--- src/rtl/exc_pkg.sv ---
package exc_pkg;
  typedef enum logic [1:0] {
    FSEL_DC   = 2'd0,
    FSEL_MID  = 2'd1,
    FSEL_SLOW = 2'd2,
    FSEL_FAST = 2'd3
  } fsel_e;

  // saturating two's complement negation
  function automatic logic [63:0] sat_neg64(input logic [63:0] v, input int unsigned w);
    logic [63:0] mask, minv, maxv;
    mask = (w >= 64) ? '1 : ((64'd1 << w) - 64'd1);
    minv = 64'd1 << (w - 1);
    maxv = minv - 64'd1;
    if ((v & mask) == minv) return maxv;
    return (~v + 64'd1) & mask;
  endfunction
endpackage

--- src/rtl/exc_sync.sv ---
module exc_sync #(
  parameter int STAGES = 2
) (
  input  logic clk,
  input  logic rst,
  input  logic d,
  output logic q
);
  logic [STAGES-1:0] chain;

  always_ff @(posedge clk) begin
    if (rst) chain <= '0;
    else     chain <= {chain[STAGES-2:0], d};
  end

  assign q = chain[STAGES-1];
endmodule

--- src/rtl/exc_half_divider.sv ---
module exc_half_divider
  import exc_pkg::*;
#(
  parameter int BASE_LG = 12
) (
  input  logic       clk,
  input  logic       rst,
  input  logic       restart,
  input  logic       run,
  input  logic [1:0] fsel,
  output logic       ph
);
  localparam int CNT_W = BASE_LG + 1;
  localparam logic [CNT_W-1:0] TERM_FAST = CNT_W'((1 << (BASE_LG - 1)) - 1);
  localparam logic [CNT_W-1:0] TERM_MID  = CNT_W'((1 << BASE_LG) - 1);
  localparam logic [CNT_W-1:0] TERM_SLOW = CNT_W'((1 << (BASE_LG + 1)) - 1);

  logic [CNT_W-1:0] cnt;
  logic [CNT_W-1:0] term;

  always_comb begin
    case (fsel_e'(fsel))
      FSEL_FAST: term = TERM_FAST;
      FSEL_SLOW: term = TERM_SLOW;
      default:   term = TERM_MID;
    endcase
  end

  always_ff @(posedge clk) begin
    if (rst || restart || !run) begin
      cnt <= '0;
      ph  <= 1'b0;
    end else if (cnt == term) begin
      cnt <= '0;
      ph  <= ~ph;
    end else begin
      cnt <= cnt + 1'b1;
    end
  end

  // the half-period count never runs past the selected terminal
  p_cnt_bound_r2: assert property (@(posedge clk) disable iff (rst)
    (run && !restart) |-> (cnt <= term));

  // after a restart the count begins again at zero in phase 0
  p_restart_zero_r5: assert property (@(posedge clk) disable iff (rst)
    restart |=> (cnt == '0 && !ph));
endmodule

--- src/rtl/exc_demod.sv ---
module exc_demod
  import exc_pkg::*;
#(
  parameter int DATA_W = 24
) (
  input  logic              clk,
  input  logic              rst,
  input  logic              phase,
  input  logic [DATA_W-1:0] din,
  input  logic              din_valid,
  output logic [DATA_W-1:0] dout,
  output logic              dout_valid
);
  localparam logic [DATA_W-1:0] MIN_V = {1'b1, {(DATA_W-1){1'b0}}};
  localparam logic [DATA_W-1:0] MAX_V = {1'b0, {(DATA_W-1){1'b1}}};

  logic [DATA_W-1:0] neg_v;

  always_comb begin
    neg_v = DATA_W'(sat_neg64(64'(din), DATA_W));
  end

  always_ff @(posedge clk) begin
    if (rst) begin
      dout       <= '0;
      dout_valid <= 1'b0;
    end else begin
      dout_valid <= din_valid;
      if (din_valid) dout <= phase ? neg_v : din;
    end
  end

  // most negative input saturates in the inverted phase
  p_saturate_r8: assert property (@(posedge clk) disable iff (rst)
    (din_valid && phase && din == MIN_V) |=> (dout == MAX_V));

  // phase 0 passes the word through
  p_pass_r7: assert property (@(posedge clk) disable iff (rst)
    (din_valid && !phase) |=> (dout_valid && dout == $past(din)));
endmodule

--- src/rtl/exc_bridge_drive.sv ---
module exc_bridge_drive
  import exc_pkg::*;
#(
  parameter int BASE_LG     = 12,
  parameter int DATA_W      = 24,
  parameter int SYNC_STAGES = 2
) (
  input  logic              clk,
  input  logic              rst,
  input  logic              ext_mode,
  input  logic [1:0]        fsel,
  input  logic              bx1_in,
  input  logic [DATA_W-1:0] sample_in,
  input  logic              sample_valid_in,
  output logic              bx1_out,
  output logic              bx1_oe,
  output logic              bx2_out,
  output logic              demod_phase,
  output logic              phase_strobe,
  output logic [DATA_W-1:0] sample_out,
  output logic              sample_valid_out
);
  localparam int CFG_W = 3;

  logic [CFG_W-1:0] cfg_now, cfg_q;
  logic             cfg_chg;
  logic             run;
  logic             div_ph;
  logic             bx1_sync;
  logic             ph_nxt;

  assign cfg_now = {ext_mode, fsel};
  assign cfg_chg = (cfg_now != cfg_q);
  assign run     = !ext_mode && (fsel_e'(fsel) != FSEL_DC);

  always_ff @(posedge clk) begin
    if (rst) cfg_q <= '0;
    else     cfg_q <= cfg_now;
  end

  exc_sync #(.STAGES(SYNC_STAGES)) u_sync (
    .clk(clk), .rst(rst), .d(bx1_in), .q(bx1_sync)
  );

  exc_half_divider #(.BASE_LG(BASE_LG)) u_div (
    .clk(clk), .rst(rst), .restart(cfg_chg), .run(run), .fsel(fsel), .ph(div_ph)
  );

  always_comb begin
    if (ext_mode) ph_nxt = bx1_sync;
    else if (run) ph_nxt = div_ph;
    else          ph_nxt = 1'b0;
  end

  always_ff @(posedge clk) begin
    if (rst) begin
      bx1_out      <= 1'b0;
      bx2_out      <= 1'b1;
      bx1_oe       <= 1'b1;
      demod_phase  <= 1'b0;
      phase_strobe <= 1'b0;
    end else begin
      bx1_out      <= ext_mode ? 1'b0 : ph_nxt;
      bx2_out      <= ~ph_nxt;
      bx1_oe       <= ~ext_mode;
      demod_phase  <= ph_nxt;
      phase_strobe <= cfg_chg || (ph_nxt != demod_phase);
    end
  end

  exc_demod #(.DATA_W(DATA_W)) u_demod (
    .clk(clk), .rst(rst), .phase(demod_phase),
    .din(sample_in), .din_valid(sample_valid_in),
    .dout(sample_out), .dout_valid(sample_valid_out)
  );

  // DC code gives fixed levels
  p_dc_levels_r1: assert property (@(posedge clk) disable iff (rst)
    (!$past(ext_mode) && $past(fsel) == 2'd0) |-> (!bx1_out && bx2_out && !demod_phase));

  // internal drive pair is complementary and matches the phase
  p_complement_r3: assert property (@(posedge clk) disable iff (rst)
    !$past(ext_mode) |-> (bx2_out == !bx1_out && demod_phase == bx1_out));

  // pin released and second output mirrors the synchronized input
  p_ext_follow_r4: assert property (@(posedge clk) disable iff (rst)
    $past(ext_mode) |-> (!bx1_oe && bx2_out == !$past(bx1_sync)));

  // every phase flip is flagged
  p_strobe_flip_r6: assert property (@(posedge clk) disable iff (rst)
    (demod_phase != $past(demod_phase)) |-> phase_strobe);
endmodule

--- config.mk ---
export PLATFORM = sky130hd
export DESIGN_NAME = exc_bridge_drive
export DESIGN_NICKNAME = d
export VERILOG_FILES = /design/src/rtl/exc_pkg.sv /design/src/rtl/exc_sync.sv /design/src/rtl/exc_half_divider.sv /design/src/rtl/exc_demod.sv /design/src/rtl/exc_bridge_drive.sv
export SDC_FILE = /design/constraint.sdc
export NUM_CORES = 1
export LEC_CHECK = 0
export ABC_AREA = 1
export BUFFER_PORTS_ARGS = -buffer_cell sky130_fd_sc_hd__buf_2
export CAP_MARGIN = 40
export CORE_ASPECT_RATIO = 1.25
export CORE_MARGIN = 2
export CORE_UTILIZATION = 48
export DETAILED_ROUTE_END_ITERATION = 6
export PLACE_DENSITY = 0.75
export SKIP_CTS_REPAIR_TIMING = 1
export SYNTH_ARGS = -nofsm -noshare
export SYNTH_HDL_FRONTEND = slang
export SYNTH_HIERARCHICAL = 1
export SYNTH_SLANG_ARGS = --single-unit
--- constraint.sdc ---
create_clock -name clk -period 1.4 [get_ports clk]
set_input_delay 0.14 -clock clk [delete_from_list [all_inputs] [get_ports clk]]
set_output_delay 0.14 -clock clk [all_outputs]
set_load 0.01 [all_outputs]
==> summary.txt, run 1 <==
Pwr
  – Combinational share of power: between 15 and 20%
  – Sw frac: approximately 26%
  – Flop pwr share: 49.5%
  – Internal cell power: ~0.0022 W
  – NetSw: a little under 0.0008 W
  – Peak supply drop: between 0.4 and 0.5 mV
  – Pleak: roughly 1.6 nW
  – Clk pwr share: between 30% and 40%
  – Power density cells: roughly 880 nW/um^2

Finish
  – Layout area overhead: 30.5%
  – Layout Nets: a little under 500
  – Most frequent cells in the layout: 67 x nand2_1, 60 x buf_2, 48 x nor2_1, 44 x dfxtp_1, 38 x inv_1
  – Layout cells sized above 1: 36.4%
  – Final core occ: 64.1%
  – Design Area, Final: ~3400 um^2
  – Number of diodes: 0
  – Commonest non-fill, non-tap cell in the layout: nand2_1

Clocking
  – Clock tree buffer depth: 2
  – Clk root buf: clkbuf_8
  – Num CTS Buffers: 5
  – Reg clk slew, reported paths: around 90 ps
  – CTS tree: yes
  – H-tree levels: 2
  – Skew-Pair Late Insertion Delay: ~300 ps
  – Sink Count: 49

Timing
  – Setup Skew: approximately 6.4 ps
  – Final hold vios: 0
  – Final setup fails: 0
  – Max-slew violation count: 0
  – Period utilisation layout: 98.4%
  – Final worst slack: ~22 ps
  – Max Fclk: 726 MHz
  – Actual slew at the worst max-slew pin: about 340 ps
  – Worst hold slack: 52.2 ps
  – Slew Limit Headroom: between 70 and 80%
  – RSZ-0062 raised after global routing: true
  – Minimum clock period: ~1400 ps

Logic synthesis
  – Synthesized area: between 2000 and 3000 um^2
  – Syn_nets: 407
  – Synth Warn #: 6
  – Avg Inst Size Synth: 7.00 um^2
  – Cells after Synth: 374
  – Flops & latches, synth: between 40 and 50
  – Yosys cell types: 33
  – Sequential-to-total area share from yosys stat: between 30% and 40%

Detailed routing
  – Average wire per standard cell: 12.2 um
  – 1st-iter DRT viols: a little over 90
  – ANT nets after route: 0
  – Highest routed layer: met4
  – Met2 wire length: 3430 um
  – Drt drc: 0
  – Total Wirelength: ~6500 um
  – TritonRoute pass-1 iters: 4
  – DRT met1 WL: around 2700 um
  – Via count: ~2600
  – Vias per cell: ~5.0
  – Met3 routed WL: 255 um

Worst setup path
  – Critical path endpoint category: flip-flop
  – WS Path Type: flip-flop to flip-flop
  – Startpoint Class: flip-flop
  – CP Data Required Time: between 1500 and 2000 ps
  – Worst reg2reg setup slack: between 20 and 25 ps
  – Worst Path Max Fanout: 3
  – WP data arrival: about 1600 ps

Floorplanning
  – Die height: slightly below 90 um
  – Cell row count: 30
  – Initial Util: 49.1%
  – Die area: a little over 6000 um^2
  – Die Wd: about 70 um
  – Boundary Pins: 61
  – Core box area: roughly 5300 um^2

Global routing
  – Largest net degree at the start of global routing: 24
  – Antenna violations before repair: 0
  – Gr ovfl total: 0
  – All-Layer GR Usage: about a fifth
  – Vias in the first global route: between 2000 and 2500
  – Global-route wire length before repair: 10300 um

Hold path
  – Hold/Removal Path Class: input pin to flip-flop

Job
  – Max_cap viols: 0

Placed design
  – Hpwl dp: 4900 um
  – RePlAce Congestion: slightly above 0.9
  – Pre-CTS WS: -64.6 ps
  – # port buffers: 60
  – Post-DP Area: around 3200 um^2

Outcome
  – Status: complete, no violations
[Yosys cell counts (all sizes together)]
master | count | area [um^2]
nand2 | 85 | 354
clkinv | 2 | 12.5
nor2b | 1 | 13.8
xor2 | 10 | 87.6
nor3b | 1 | 7.51
dfxtp | 49 | 981
o211ai | 6 | 70.1
nand3 | 34 | 180
or2 | 1 | 6.26
a21oi | 8 | 40.0
a31oi | 11 | 68.8
xnor2 | 8 | 70.1
nor3 | 1 | 5.00
nand4 | 4 | 31.3
o21ai | 27 | 139
buf | 5 | 40.0
inv | 51 | 191
ha | 2 | 25.0
clkbuf | 5 | 18.8
nor2 | 63 | 277
[logic make-up (layout without fill, tap and decap cells)]
family,count (synthesis),count (layout),share of synthesized area [%]
AOI/OAI and AO/OA,52,52,12.1
xor gates and xnor gates,18,18,6.02
adders and majority gates,2,2,0.955
buffers and inverters,63,153,10.0
DFF,49,49,37.5
and+or+nand+nor,190,190,33.4
[registers in the layout, summed over array words and instances (netlist names)]
name,flops
demod_phase,1
u_div/cnt,13
phase_strobe,1
cfg_q,3
u_sync/chain,2
bx1_oe,1
u_div/ph,1
u_demod/dout,24
u_demod/dout_valid,1
bx2_out,1
bx1_out,1
[power by group through the flow]
stage,sequential [W],combinational [W],clock [W]
detailed placement,0.00152,0.000448,0
global placement,0.00152,0.000441,0
global route,0.00150,0.000508,0.00115
floorplan,0.00155,0.000221,0
CTS,0.00149,0.000451,0.00109
finish,0.00149,0.000459,0.00106
[area by class of cell]
type,instances,area (um^2)
Clock buffer,6,82.6
Multi-Input combinational cell,262,1480
Fill cell,484,1910
Tap cell,64,80.1
Sequential cell,49,987
Timing Repair Buffer,92,544
Inverter,53,204
Clock inverter,2,37.5
[metrics by stage]
step	TNS (ps)	total power (W)	cells
after floorplan	0	0.00177	374
after global placement	-116	0.00196	519
after detailed placement	-518	0.00197	519
after CTS	-294	0.00303	527
after global routing	-179	0.00315	528
final	0	0.00301	528
[layer usage]
metal,track usage [%],up-vias
met1,23.8,1220
li1,-,1361
met4,7.17,0
met3,4.30,11
met2,39.5,55
met5,0,-
[worst max-delay path, stage by stage, from the launching register on]
cell,delay (ps)
dfxtp_2,370
ha_4,140
nand2_2,60
nor2_4,150
nand2_4,70
nor2_4,100
buf_4,130
nand3_2,100
nand2_4,100
nor2_2,40
[path summary, 6_finish.rpt]
kind                                                  from                          to  cells after the start
worst max-delay path               u_div/cnt[0]$_SDFF_PP0_       u_div/ph$_SDFFE_PP0N_                      9
worst min-delay path                                bx1_in  u_sync/chain[0]$_SDFF_PP0_                      3
worst max register to register     u_div/cnt[0]$_SDFF_PP0_       u_div/ph$_SDFFE_PP0N_                      9
worst min register to register  u_sync/chain[0]$_SDFF_PP0_  u_sync/chain[1]$_SDFF_PP0_                      2
No activity file was read; power rests on OpenSTA's default activity.
==> inputs of run 2 (changes only) <==
- ABC_AREA: 1 -> 0
- PLACE_DENSITY: 0.75 -> 0.76
==> run 2 against run 1 <==
Compared with the run above:
- the flow now finishes with violations (setup timing)
- via count is 7.6% lower
- hold slack worse by 11 ps
- non-clock buffer count is 34 higher
- design area is 4.0% higher
- clock power is 16% lower
- synthesized cell count is 30% lower
- critical path type unchanged
- critical endpoint unchanged
==> summary.txt, run 2 <==
Worst setup path
  – WP data arrival: roughly 1900 ps
  – WS Path Type: flip-flop to flip-flop
  – CP Data Required Time: around 1700 ps
  – CP delay by family, top: simple AND/OR/NAND/NOR gates
  – Worst Path Max Fanout: 3
  – Worst path max stage delay: 540 ps
  – Slowest cell on crit path: or4_4
  – Startpoint Class: flip-flop
  – CP cell instances: nand4_2 -> or4_4 -> or3_4 -> a21oi_2
  – Worst Path Buf+Inv: 0
  – Critical path endpoint category: flip-flop

Logic synthesis
  – Synth Warn #: 6
  – Synthesized area: around 2500 um^2
  – Syn_nets: 296
  – Number of flops mapped to enable cells by yosys: 0
  – Dominant cells by area after synthesis: dfxtp_1 39%, a211oi_2 10%, xor2_1 8.8%
  – Cell taking the most area after synthesis: dfxtp_1
  – Yosys cell types: 48
  – Async set-or-reset flop fraction in the synthesized netlist: 0%
  – Share of the synthesized area in the top cell type: between 30 and 40%
  – Cells after Synth: between 200 and 300
  – Flops & latches, synth: 49
  – Avg Inst Size Synth: 9.46 um^2
  – Ys flop type: dfxtp_1
  – Most common cell in the netlist: dfxtp_1
  – Most common library cells after synthesis: 49 x dfxtp_1, 45 x nor2_1, 25 x xor2_1
  – Sequential-to-total area share from yosys stat: between 30% and 40%

Finish
  – Area of the multi-input gates: between 1500 and 2000 um^2
  – Most frequent cells in the layout: 62 x buf_4, 58 x buf_2, 45 x nor2_1, 43 x dfxtp_1, 25 x xor2_1
  – Biggest register: u_demod/dout
  – Layout Nets: approximately 420
  – FILL cells: around 370
  – Commonest non-fill, non-tap cell in the layout: buf_4
  – Final core occ: 70.5%
  – Layout cells sized above 1: 50.0%
  – Max reg flops: 24
  – Number of diodes: 0
  – Layout area overhead: 42.9%
  – Top Registers: u_demod/dout (24), u_div/cnt (13), cfg_q (3)
  – Register area: between 900 and 1000 um^2

Pwr
  – Peak supply drop: roughly 0.57 mV
  – Power density cells: 819 nW/um^2
  – Pleak: around 1.4 nW

Timing
  – RSZ-0062 raised after global routing: true
  – Final setup TNS: -4140 ps
  – Slew Limit Headroom: 69.3%
  – Final hold vios: 0
  – Actual slew at the worst max-slew pin: 460 ps
  – Period utilisation layout: 116%
  – Final setup fails: 35
  – Final worst slack: -219 ps
  – Setup Skew: 9.92 ps
  – Max Fclk: 617 MHz
  – Minimum clock period: ~1600 ps
  – Max-slew violation count: 0

Placed design
  – RePlAce Congestion: 0.886
  – Hpwl dp: 4400 um
  – # port buffers: 60

Global routing
  – Vias in the first global route: 2175
  – Antenna violations before repair: 0
  – GR Util met3: 3.75%
  – All-Layer GR Usage: between 20% and 30%
  – GRT met2 Usage: between 30% and 40%
  – Global-route wire length before repair: ~9300 um
  – Most used routing layer in global routing: met2
  – Met1 usage: around 26%
  – Gr ovfl total: 0
  – Largest net degree at the start of global routing: 30

Detailed routing
  – 1st-iter DRT viols: 227
  – Total Wirelength: 6890 um
  – Vias per cell: 5.46
  – ANT nets after route: 0
  – Average wire per standard cell: 15.4 um
  – Drt drc: 0
  – TritonRoute pass-1 iters: 4
  – Via count: 2447

Floorplanning
  – Die area: about 5800 um^2
  – Boundary Pins: just over 60
  – Initial Util: 49.3%
  – Die Wd: about 68 um
  – Core box area: a little over 5000 um^2
  – Die height: roughly 85 um
  – Cell row count: 29

Clocking
  – CTS tree: yes
  – Reg clk slew, reported paths: ~100 ps
  – Num CTS Buffers: 5
  – Skew-Pair Late Insertion Delay: 300 ps
  – Sink Count: just under 50
  – Clock tree buffer depth: 2
  – H-tree levels: 2
  – Clk root buf: clkbuf_8

Job
  – Max_cap viols: 0

Outcome
  – Failing checks: setup timing
  – Status: finished, violations left

Hold path
  – Hold/Removal Path Class: input pin to flip-flop
run 2: area by class of cell:
type                    instances  share of cell area (%)
flip-flops and latches         49                    27.8
inverters                       7                   0.739
multi-input cells             196                    43.0
clock buffers                   5                    1.94
well taps                      62                    2.18
clock inverters                 3                   0.704
repair buffers                126                    23.6
run 2: worst register-to-register path: stages, from the launching register on:
cell     delay, ps
dfxtp_1        380
nand4_2        120
or4_4          540
or3_4          390
a21oi_2        140
run 2: cells by family (layout without fill, tap and decap cells):
group	count (synthesis)	after routing	share of synthesized area (%)
adders and majority gates	2	2	1.01
AOI/OAI and AO/OA	51	51	18.7
and+or+nand+nor	106	106	22.5
xor gates and xnor gates	36	36	12.7
buffers and inverters	18	141	5.33
DFF	49	49	39.4
muxes	1	1	0.402
run 2: path summary, 6_finish.rpt:
kind,slack (ps),start,cells after the start,end
worst max-delay path,-220,u_div/cnt[6]$_SDFF_PP0_,4,u_div/ph$_SDFFE_PP0N_
worst min-delay path,40,bx1_in,2,u_sync/chain[0]$_SDFF_PP0_
worst max register to register,-220,u_div/cnt[6]$_SDFF_PP0_,4,u_div/ph$_SDFFE_PP0N_
worst min register to register,470,u_sync/chain[0]$_SDFF_PP0_,1,u_sync/chain[1]$_SDFF_PP0_
run 2: where the power goes:
group	switching, W	total, W	internal, W
logic	0.000288	0.000538	0.000250
registers	0.0000312	0.00149	0.00146
clock network	0.000521	0.000886	0.000365
run 2: through the flow:
step	cells	area, um^2	hold WS [ps]	setup WS, ps	power (W)
floorplan	263	2530	212	-212	0.00176
global placement	430	3220	351	-354	0.00198
detailed placement	430	3220	356	-403	0.00199
CTS	438	3320	36.4	-273	0.00285
global route	448	3560	50.8	-251	0.00302
finish	448	3560	41.7	-219	0.00291
run 2: per-layer routing:
metal / routed length (um) / up-vias
li1: - / 1171
met2: 3630 / 80
met3: 327 / 8
met1: 2850 / 1188
met5: 0 / -
met4: 89 / 0
==> inputs of run 3 (changes only) <==
- GPL_TIMING_DRIVEN: default -> 0
==> run 3 against run 2 <==
Compared with the run above:
- the flow still finishes with violations (setup timing)
- total power down 3.3%
- die area stayed put
- global-route usage down 1.7 points
- clock skew decreased by 2.0 ps
- critical endpoint unchanged
- register-to-register slack worse by 30 ps
- critical path type unchanged
==> summary.txt, run 3 (synthesis gave the netlist of run 2 again) <==
Worst setup path
  – Slowest cell on crit path: or4_4
  – CP cell instances: nand4_2 -> or4_4 -> or3_4 -> a21oi_2
  – Worst path max stage delay: about 570 ps
  – Worst Path Buf+Inv: 0
  – Worst Path Max Fanout: 4
  – Reg2reg end: u_div/ph$_SDFFE_PP0N_
  – WS Path Type: flip-flop to flip-flop
  – Setup crit start: u_div/cnt[7]$_SDFF_PP0_
  – Startpoint Class: flip-flop
  – Critical path endpoint category: flip-flop
  – Worst reg2reg path startpoint: u_div/cnt[7]$_SDFF_PP0_
  – Worst Setup EP: u_div/ph$_SDFFE_PP0N_
  – Worst reg2reg setup slack: -250 ps
  – R2R depth: 4
  – CP Data Required Time: 1640 ps
  – WP data arrival: between 1500 and 2000 ps
  – CP Depth: 4
  – CP delay by family, top: simple AND/OR/NAND/NOR gates

Global routing
  – Global-route wire length before repair: around 8600 um
  – Antenna violations before repair: 0
  – Gr ovfl total: 0
  – Largest net degree at the start of global routing: 18
  – Vias in the first global route: between 1500 and 2000
  – All-Layer GR Usage: a little under a fifth

Timing
  – Final hold vios: 0
  – Max Fclk: 605 MHz
  – Period utilisation layout: 118%
  – Setup Skew: between 7 and 8 ps
  – RSZ-0062 raised after global routing: true
  – Final worst slack: -254 ps
  – Minimum clock period: between 1500 and 2000 ps
  – Max-slew violation count: 0
  – Actual slew at the worst max-slew pin: roughly 610 ps
  – Worst hold slack: between 30 and 40 ps
  – Final setup fails: 32
  – Slew Limit Headroom: about three fifths

Finish
  – Top Registers: u_demod/dout (24), u_div/cnt (13), cfg_q (3)
  – Max reg flops: 24
  – Area of the multi-input gates: between 1500 and 2000 um^2
  – Most frequent cells in the layout: 57 x buf_2, 45 x nor2_1, 41 x dfxtp_1, 25 x xor2_1, 23 x a211oi_2
  – Number of diodes: 0
  – Register area: approximately 1000 um^2
  – Layout area overhead: 28.5%
  – Final core occ: between 60% and 70%
  – Commonest non-fill, non-tap cell in the layout: buf_2
  – Biggest register: u_demod/dout
  – Layout Nets: roughly 370
  – Layout cells sized above 1: 41.5%
  – FILL cells: 423

Clocking
  – Clk root buf: clkbuf_8
  – Num CTS Buffers: 5
  – Reg clk slew, reported paths: around 100 ps
  – Clock tree buffer depth: 2
  – Skew-Pair Late Insertion Delay: a little over 300 ps
  – H-tree levels: 2
  – Sink Count: 49
  – CTS tree: yes

Detailed routing
  – Via count: approximately 2200
  – Total Wirelength: approximately 5700 um
  – TritonRoute pass-1 iters: 4
  – ANT nets after route: 0
  – 1st-iter DRT viols: between 80 and 90
  – Vias per cell: around 5.4
  – Drt drc: 0
  – Average wire per standard cell: 14.3 um

Floorplanning
  – Core box area: about 5000 um^2
  – Die height: 84.5 um
  – Die Wd: roughly 68 um
  – Initial Util: about half
  – Die area: a little under 6000 um^2
  – Cell row count: 29
  – Boundary Pins: between 60 and 70

Placed design
  – Hpwl dp: 3840 um
  – # port buffers: just under 60
  – RePlAce Congestion: 0.829

Outcome
  – Status: finished, violations left
  – Failing checks: setup timing

Job
  – Max_cap viols: 0

Pwr
  – Pleak: 1.23 nW
  – Power density cells: between 800 and 900 nW/um^2
  – Peak supply drop: just under 0.5 mV

Hold path
  – Hold/Removal Path Class: input pin to flip-flop
  – Hold-critical path depth: 2
[run 3: changes by cell type in the layout (fill, tap and decap cells not counted), moves of 2 or more]
cell and delta:
nor4_2 -2, dfxtp_4 +3, o31ai_2 -2, clkbuf_8 +2, buf_4 -56, buf_6 +4, dfxtp_1 -2, o31ai_1 +2
inv_2 -2, inv_1 +2
[run 3: area by class of cell]
| type | instances | area share [%] |
|---|---|---|
| repair buffers | 66 | 11.5 |
| plain buffers | 11 | 3.44 |
| clock buffers | 5 | 2.15 |
| multi-input cells | 196 | 47.7 |
| flip-flops and latches | 49 | 31.2 |
| inverters | 7 | 0.822 |
| clock inverters | 3 | 0.782 |
| well taps | 62 | 2.43 |
[run 3: per-stage QoR]
step                TNS (ps)  std cells  cell area (um^2)  total power (W)  setup slack (ps)
CTS                    -8190        392              3000          0.00281              -385
global placement      -14260        384              2900          0.00193              -471
finish                 -3960        399              3200          0.00282              -254
detailed placement    -15050        384              2900          0.00194              -503
floorplan              -4710        263              2530          0.00176              -212
global route           -5790        399              3200          0.00295              -302
[run 3: worst min-delay path by stage]
stage	from	end	slack (ps)
after floorplan	rst	cfg_q[0]$_SDFF_PP0_	210
after global placement	bx1_in	u_sync/chain[0]$_SDFF_PP0_	350
after detailed placement	bx1_in	u_sync/chain[0]$_SDFF_PP0_	360
after CTS	bx1_in	u_sync/chain[0]$_SDFF_PP0_	40
after global routing	bx1_in	u_sync/chain[0]$_SDFF_PP0_	50
final	bx1_in	u_sync/chain[0]$_SDFF_PP0_	40
[run 3: layer usage]
metal  wire length, um  up-vias  global-route usage (%)
met2              2700       74                    30.0
met3               318       12                    4.56
met5                 0        -                       0
met4               114        0                    6.00
met1              2590     1008                    24.9
li1                  -     1076                       -
[run 3: where the power goes]
group	switching, W	internal (W)
registers	0.0000306	0.00145
logic	0.000256	0.000200
clock network	0.000517	0.000362
total	0.000804	0.00201
